$ cat config.mk
export PLATFORM = sky130hd
export DESIGN_NAME = flash_poll_top
export DESIGN_NICKNAME = d
export VERILOG_FILES = /design/src/rtl/flash_poll_pkg.sv /design/src/rtl/flash_poll_dp.sv /design/src/rtl/flash_poll_ctrl.sv /design/src/rtl/flash_poll_top.sv
export SDC_FILE = /design/constraint.sdc
export NUM_CORES = 1
export LEC_CHECK = 0
export ABC_AREA = 1
export BUFFER_PORTS_ARGS = -buffer_cell sky130_fd_sc_hd__buf_4
export CORE_MARGIN = 3
export CORE_UTILIZATION = 56
export DETAILED_ROUTE_END_ITERATION = 10
export PLACE_DENSITY_LB_ADDON = 0.2
export SETUP_SLACK_MARGIN = 0.15
export SYNTH_ARGS = -nofsm -noshare
export SYNTH_HDL_FRONTEND = slang
export SYNTH_HIERARCHICAL = 1
export SYNTH_SLANG_ARGS = --single-unit
$ cat constraint.sdc
create_clock -name clk -period 1.9 [get_ports clk]
set_input_delay 0.38 -clock clk [delete_from_list [all_inputs] [get_ports clk]]
set_output_delay 0.38 -clock clk [all_outputs]
set_load 0.01 [all_outputs]
$ cat src/rtl/flash_poll_pkg.sv
package flash_poll_pkg;

  typedef enum logic [2:0] {
    ST_IDLE,
    ST_WLO,
    ST_WHI,
    ST_RLO,
    ST_RHI,
    ST_FIN
  } pollState_e;

  // strobes from control to datapath
  typedef struct packed {
    logic latch;
    logic wrNext;
    logic capture;
    logic confirming;
    logic writing;
  } pollCtrl_t;

  // conditions from datapath to control
  typedef struct packed {
    logic wrLast;
    logic detect;
    logic timeout;
    logic confLast;
    logic wordMatch;
  } pollStat_t;

  localparam int PROG_WRITES  = 4;
  localparam int ERASE_WRITES = 6;
  localparam int STATUS_BIT   = 7;
  localparam int TOGGLE_BIT   = 6;

  localparam logic [11:0] UNLOCK_ADDR_A = 12'h555;
  localparam logic [11:0] UNLOCK_ADDR_B = 12'h2AA;
  localparam logic [7:0]  UNLOCK_DATA_A = 8'hAA;
  localparam logic [7:0]  UNLOCK_DATA_B = 8'h55;
  localparam logic [7:0]  CMD_PROGRAM   = 8'hA0;
  localparam logic [7:0]  CMD_ERASE_PRE = 8'h80;
  localparam logic [7:0]  CMD_SECTOR    = 8'h30;

endpackage

$ cat src/rtl/flash_poll_dp.sv
module flash_poll_dp
  import flash_poll_pkg::*;
#(
  parameter int ADDR_W        = 12,
  parameter int DATA_W        = 8,
  parameter int TIMEOUT_W     = 16,
  parameter int CONFIRM_READS = 2
) (
  input  logic                 clk,
  input  logic                 rstN,
  input  pollCtrl_t            ctrl,
  input  logic                 reqErase,
  input  logic                 reqToggle,
  input  logic [ADDR_W-1:0]    reqAddr,
  input  logic [DATA_W-1:0]    reqData,
  input  logic [TIMEOUT_W-1:0] timeoutLimit,
  input  logic [DATA_W-1:0]    flDin,
  output logic [ADDR_W-1:0]    flAddr,
  output logic [DATA_W-1:0]    flDout,
  output pollStat_t            stat
);

  localparam int IDX_W  = 3;
  localparam int CONF_W = $clog2(CONFIRM_READS + 1);

  logic                 eraseQ, toggleQ;
  logic [ADDR_W-1:0]    addrQ;
  logic [DATA_W-1:0]    dataQ;
  logic [TIMEOUT_W-1:0] limitQ, searchCnt, effLimit;
  logic [CONF_W-1:0]    confCnt;
  logic [IDX_W-1:0]     wrIdx;
  logic [DATA_W-1:0]    rdCur, rdPrev;
  logic [ADDR_W-1:0]    seqAddr;
  logic [DATA_W-1:0]    seqData, expWord;
  logic                 target7;

  // command sequence generator
  always_comb begin
    seqAddr = ADDR_W'(UNLOCK_ADDR_A);
    seqData = DATA_W'(UNLOCK_DATA_A);
    case (wrIdx)
      3'd0: begin seqAddr = ADDR_W'(UNLOCK_ADDR_A); seqData = DATA_W'(UNLOCK_DATA_A); end
      3'd1: begin seqAddr = ADDR_W'(UNLOCK_ADDR_B); seqData = DATA_W'(UNLOCK_DATA_B); end
      3'd2: begin
        seqAddr = ADDR_W'(UNLOCK_ADDR_A);
        seqData = eraseQ ? DATA_W'(CMD_ERASE_PRE) : DATA_W'(CMD_PROGRAM);
      end
      3'd3: begin
        seqAddr = eraseQ ? ADDR_W'(UNLOCK_ADDR_A) : addrQ;
        seqData = eraseQ ? DATA_W'(UNLOCK_DATA_A) : dataQ;
      end
      3'd4: begin seqAddr = ADDR_W'(UNLOCK_ADDR_B); seqData = DATA_W'(UNLOCK_DATA_B); end
      3'd5: begin seqAddr = addrQ; seqData = DATA_W'(CMD_SECTOR); end
      default: ;
    endcase
  end

  assign flAddr   = ctrl.writing ? seqAddr : addrQ;
  assign flDout   = seqData;
  assign effLimit = (limitQ == '0) ? TIMEOUT_W'(1) : limitQ;
  assign target7  = eraseQ ? 1'b1 : dataQ[STATUS_BIT];
  assign expWord  = eraseQ ? '1 : dataQ;

  always_comb begin
    stat.wrLast    = (wrIdx == IDX_W'(eraseQ ? ERASE_WRITES - 1 : PROG_WRITES - 1));
    stat.detect    = toggleQ ? ((searchCnt >= TIMEOUT_W'(2)) &&
                                (rdCur[TOGGLE_BIT] == rdPrev[TOGGLE_BIT]))
                             : (rdCur[STATUS_BIT] == target7);
    stat.timeout   = (searchCnt >= effLimit);
    stat.confLast  = (confCnt == CONF_W'(CONFIRM_READS));
    stat.wordMatch = (rdCur == expWord);
  end

  always_ff @(posedge clk) begin
    if (!rstN) begin
      eraseQ    <= 1'b0;
      toggleQ   <= 1'b0;
      addrQ     <= '0;
      dataQ     <= '0;
      limitQ    <= '0;
      wrIdx     <= '0;
      searchCnt <= '0;
      confCnt   <= '0;
      rdCur     <= '0;
      rdPrev    <= '0;
    end else begin
      if (ctrl.latch) begin
        eraseQ    <= reqErase;
        toggleQ   <= reqToggle;
        addrQ     <= reqAddr;
        dataQ     <= reqData;
        limitQ    <= timeoutLimit;
        wrIdx     <= '0;
        searchCnt <= '0;
        confCnt   <= '0;
      end
      if (ctrl.wrNext) wrIdx <= wrIdx + IDX_W'(1);
      if (ctrl.capture) begin
        rdCur  <= flDin;
        rdPrev <= rdCur;
        if (ctrl.confirming) confCnt <= confCnt + CONF_W'(1);
        else                 searchCnt <= searchCnt + TIMEOUT_W'(1);
      end
    end
  end


  search_bound_chk: assert property (@(posedge clk) disable iff (!rstN)
    searchCnt <= effLimit);

  confirm_bound_chk: assert property (@(posedge clk) disable iff (!rstN)
    confCnt <= CONF_W'(CONFIRM_READS));

  wr_index_chk: assert property (@(posedge clk) disable iff (!rstN)
    wrIdx <= IDX_W'(ERASE_WRITES - 1));

endmodule

$ cat src/rtl/flash_poll_ctrl.sv
module flash_poll_ctrl
  import flash_poll_pkg::*;
(
  input  logic      clk,
  input  logic      rstN,
  input  logic      reqValid,
  input  pollStat_t stat,
  output pollCtrl_t ctrl,
  output logic      flWeN,
  output logic      flOeN,
  output logic      done,
  output logic      pass,
  output logic      fail
);

  pollState_e state;
  logic       confirmingQ, resPassQ;

  always_comb begin
    ctrl.latch      = (state == ST_IDLE) && reqValid;
    ctrl.wrNext     = (state == ST_WHI) && !stat.wrLast;
    ctrl.capture    = (state == ST_RLO);
    ctrl.confirming = confirmingQ;
    ctrl.writing    = (state == ST_WLO) || (state == ST_WHI);
  end

  assign flWeN = (state != ST_WLO);
  assign flOeN = (state != ST_RLO);
  assign done  = (state == ST_FIN);
  assign pass  = done && resPassQ;
  assign fail  = done && !resPassQ;

  always_ff @(posedge clk) begin
    if (!rstN) begin
      state       <= ST_IDLE;
      confirmingQ <= 1'b0;
      resPassQ    <= 1'b0;
    end else begin
      case (state)
        ST_IDLE: if (reqValid) begin
          state       <= ST_WLO;
          confirmingQ <= 1'b0;
        end
        ST_WLO:  state <= ST_WHI;
        ST_WHI:  state <= stat.wrLast ? ST_RLO : ST_WLO;
        ST_RLO:  state <= ST_RHI;
        ST_RHI: begin
          if (confirmingQ) begin
            if (stat.confLast) begin
              resPassQ <= stat.wordMatch;
              state    <= ST_FIN;
            end else begin
              state <= ST_RLO;
            end
          end else if (stat.detect) begin
            confirmingQ <= 1'b1;
            state       <= ST_RLO;
          end else if (stat.timeout) begin
            resPassQ <= 1'b0;
            state    <= ST_FIN;
          end else begin
            state <= ST_RLO;
          end
        end
        ST_FIN:  state <= ST_IDLE;
        default: state <= ST_IDLE;
      endcase
    end
  end


  no_we_oe_overlap_chk: assert property (@(posedge clk) disable iff (!rstN)
    !(!flWeN && !flOeN));

  oe_single_pulse_chk: assert property (@(posedge clk) disable iff (!rstN)
    !flOeN |=> flOeN);

  done_one_cycle_chk: assert property (@(posedge clk) disable iff (!rstN)
    done |=> !done);

  result_onehot_chk: assert property (@(posedge clk) disable iff (!rstN)
    (pass || fail) |-> (done && (pass ^ fail)));

endmodule

$ cat src/rtl/flash_poll_top.sv
module flash_poll_top
  import flash_poll_pkg::*;
#(
  parameter int ADDR_W        = 12,
  parameter int DATA_W        = 8,
  parameter int TIMEOUT_W     = 16,
  parameter int CONFIRM_READS = 2
) (
  input  logic                 clk,
  input  logic                 rstN,
  input  logic                 reqValid,
  input  logic                 reqErase,
  input  logic                 reqToggle,
  input  logic [ADDR_W-1:0]    reqAddr,
  input  logic [DATA_W-1:0]    reqData,
  input  logic [TIMEOUT_W-1:0] timeoutLimit,
  output logic [ADDR_W-1:0]    flAddr,
  output logic [DATA_W-1:0]    flDout,
  input  logic [DATA_W-1:0]    flDin,
  output logic                 flWeN,
  output logic                 flOeN,
  output logic                 done,
  output logic                 pass,
  output logic                 fail
);

  pollCtrl_t ctrl;
  pollStat_t stat;

  flash_poll_ctrl u_ctrl (
    .clk(clk), .rstN(rstN), .reqValid(reqValid), .stat(stat), .ctrl(ctrl),
    .flWeN(flWeN), .flOeN(flOeN), .done(done), .pass(pass), .fail(fail)
  );

  flash_poll_dp #(
    .ADDR_W(ADDR_W), .DATA_W(DATA_W), .TIMEOUT_W(TIMEOUT_W),
    .CONFIRM_READS(CONFIRM_READS)
  ) u_dp (
    .clk(clk), .rstN(rstN), .ctrl(ctrl), .reqErase(reqErase),
    .reqToggle(reqToggle), .reqAddr(reqAddr), .reqData(reqData),
    .timeoutLimit(timeoutLimit), .flDin(flDin), .flAddr(flAddr),
    .flDout(flDout), .stat(stat)
  );


  poll_addr_steady_chk: assert property (@(posedge clk) disable iff (!rstN)
    (!flOeN && $past(!flOeN, 2)) |-> (flAddr == $past(flAddr, 2)));

endmodule

==> qor.yml <==
outcome:
  status: "finished with violations"
  violations: "negative setup slack"
worst_hold_path:
  hold_depth: 3
  hold_start: "flDin[3]"
  hp-class: "in -> reg"
grt:
  antenna_found_initial: 0
  track_usage_pct: 25.8
  grt_pass1_vias: 3826
  grt_first_pass_wirelength_microns: 17400
  grt_max_degree: 50
  grt-ovfl-total: 0
yosys:
  yosys_warnings: 6
  yosys_register_bits: 73
  synth_top_family_by_area: "simple AND/OR/NAND/NOR gates"
  synth-compound-area-share_pct: 19.9
  synthSimpleGateAreaFrac_pct: 25.2
  synthCells: 569
  ys_types: 38
  synth.cell_area_sq_mm: 0.00396
  muxShareOfSynthArea_pct: 0
  synth_adder_area_share_pct: 7.59
  syn-mean-instance-area_sq_um: 6.95
  synthXorXnorAreaFrac_pct: 1.55
  synth_fp_nets: 642
  synth_seq_area_share_pct: 37.0
placement:
  port_buffers: 73
  place_hpwl_microns: 7740
  gp_congestion: 0.943
  placed_area_sq_mm: 0.00479
timing:
  slew_headroom_pct: 69.2
  fin_ws_ns: -0.224
  tightest_slew_ns: 0.461
  fin_worst_skew_ns: 0.0107
  period_needed_ns: 2.12
  slew_viol_final: 0
  setup_viol: 22
  finalCritPeriodShare_pct: 112
  hold_viol: 0
  max_freq_mhz: 471
  rsz0062_at_grt: "yes"
clock_network:
  clk-insertion-delay-late_ns: 0.36
  cts_root_buf: "clkbuf_8"
  cts_max_level: 3
  clk_path_buf_depth: 2
  clock_sinks: 73
  cts-buffers-inserted: 9
  hold_buffers: 0
  clk_pin_slew_ns: 0.09
  cts_tree: "done"
cells_and_area:
  drive_gt1_share_pct: 29.8
  num_antenna_cells: 0
  fin_area_sq_mm: 0.00529
  final_cell_mix: "99 x buf_4, 88 x nor2_1, 76 x nand2_1"
  final_core_util_pct: 77.5
  areaGrowthSynthToFinish_pct: 33.8
  final_common_cell: "buf_4"
  nNetsFinal: 745
critical_path:
  slowest_stage: "dfxtp_4"
  crit_chain: "ha_4 > ha_4 > inv_4 > nor2_4 > inv_2 > o211ai_1 > buf_4 > o21ai_1 > buf_4"
  r2r-start: "u_dp/limitQ[0]$_SDFFE_PN0P_"
  cp_max_fo: 6
  cpLargestDelayFamily: "buffers and inverters"
  worstPathArrival_ns: 1.74
  max_stage_delay_ns: 0.38
  crit_start: "u_dp/wrIdx[0]$_SDFFE_PN0P_"
  path_depth: 9
  worstPathRequired_ns: 1.52
  cp_num_buf_inv: 4
  critPathLaunchType: "flop"
  r2r_cells: 13
  rrSetupSlack_ns: -0.06
  path_class: "reg -> out"
  crit_end: "flAddr[2]"
  end_kind: "output pin"
  r2r-end: "u_ctrl/resPassQ$_SDFFE_PN0P_"
power:
  clockPowerShare_pct: 33.0
  p_comb_share_pct: 22.2
  power_leakage_nw: 2.38
  internal_power_mw: 2.65
  power.switching_mw: 1.14
  p_sw_share_pct: 30.0
  p_per_area_mw_per_mm2: 716
  ir_drop_mv: 0.770
  power_frac_seq_pct: 44.8
die:
  top_level_ports: 74
  fp.dieW_microns: 90.0
  core_area_sq_mm: 0.00683
  start_util_pct: 57.9
  dieArea_sq_mm: 0.00811
  fp-row-count: 30
  dieHeight_microns: 90.0
flow_run:
  drv_cap: 0
route:
  wl_per_cell_microns: 14.2
  dr_total_vias: 4182
  drc_errors: 0
  viasPerCell: 5.41
  antenna_left: 0
  drt_iter0_drc: 328
  dr.pass1.iters: 6
  drt_wl_total_microns: 11000
cells in the mapped netlist (all sizes together):
library cell  instances  area, sq um
a211oi                4         30.0
a21oi                57          289
a221oi                1         15.0
a22oi                 3         22.5
a31o                  1         8.76
a31oi                 1         6.26
buf                   9         51.3
clkbuf               11         41.3
clkinv                1         3.75
dfxtp                73         1460
ha                   24          300
inv                  67          251
nand2                90          360
nand3                19          105
nand4                 6         37.5
nor2                 95          377
nor3                 15         80.1
nor4                  5         31.3
o211ai                3         22.5
o21a                  1         7.51
o21ai                73          369
o21bai                1         7.51
o221ai                1         8.76
or2                   1         6.26
xnor2                 1         8.76
xor2                  6         52.6
power by group through the flow:
stage	Sequential (mW)	Combinational [mW]	Clock [mW]
2_1_floorplan	1.70	0.437	0
3_3_place_gp	1.71	0.724	0
3_5_place_dp	1.72	0.743	0
4_1_cts	1.69	0.791	1.27
5_1_grt	1.71	0.921	1.34
6_report	1.70	0.840	1.25
metal layers:
metal	global-route usage [%]	wire length (microns)	up-vias	part of all wire (%)
met5	0	0	-	0
met4	7.02	99	0	0.90
met3	7.03	797	16	7.2
met2	40.3	5110	163	46
met1	35.2	4990	1910	45
li1	-	-	2093	-
state kept, by name, summed over array words and instances (netlist names):
register	count
u_ctrl/confirmingQ	1
u_dp/rdPrev	1
u_dp/searchCnt	16
u_dp/wrIdx	3
u_dp/addrQ	12
u_ctrl/resPassQ	1
u_dp/rdCur	8
u_ctrl/state	3
u_dp/eraseQ	1
u_dp/toggleQ	1
u_dp/dataQ	8
u_dp/confCnt	2
u_dp/limitQ	16
final cells by class:
type	instances	area, sq um
multi-input combinational	408	2330
fill	492	1540
sequential	73	1480
timing repair buffer	112	892
inverter	68	265
clock buffer	10	138
tap	96	120
clock inverter	6	66.3
stage by stage:
step	std cells	hold slack (ns)	TNS, ns	power [mW]	worst slack (ns)
2_1_floorplan	569	0.429	0	2.13	0.104
3_3_place_gp	751	0.447	0	2.44	0.0262
3_5_place_dp	751	0.444	-0.829	2.46	-0.126
4_1_cts	770	0.227	-3.23	3.75	-0.206
5_1_grt	773	0.221	-5.34	3.97	-0.316
6_report	773	0.238	-3.55	3.79	-0.224
repair_timing:
action / CTS / global route
pin swaps: 13 / 10
cloned: 0 / 1
gates resized for setup: 49 / 39
endpoints found under the setup margin: 23 / 36
buffers inserted: 3 / 2
worst min-delay path by stage:
stage                                 end  slack, ns
2_1_floorplan  u_dp/addrQ[0]$_SDFFE_PN0P_       0.43
3_3_place_gp   u_dp/addrQ[2]$_SDFFE_PN0P_       0.45
3_5_place_dp   u_dp/addrQ[2]$_SDFFE_PN0P_       0.44
4_1_cts        u_dp/rdCur[3]$_SDFFE_PN0P_       0.23
5_1_grt        u_dp/rdCur[3]$_SDFFE_PN0P_       0.22
6_report       u_dp/rdCur[3]$_SDFFE_PN0P_       0.24
cells by family (layout without fill, tap and decap cells):
kind of cell             after synthesis  in the layout
adder cells (fa/ha/maj)               24             24
buffers and inverters                 88            196
XOR/XNOR                               7              7
AND/OR/NAND/NOR                      231            231
flip-flops                            73             73
AO/OA/AOI/OAI                        146            146
worst reg2reg max path: cells and delay by family, from the launching register on:
kind	cells	cell delay, ns
compound gates	5	0.68
simple gates	6	0.66
flops	1	0.34
fa+ha+maj	1	0.13
buf+inv	1	0.04
No activity file was read; power rests on OpenSTA's default activity.
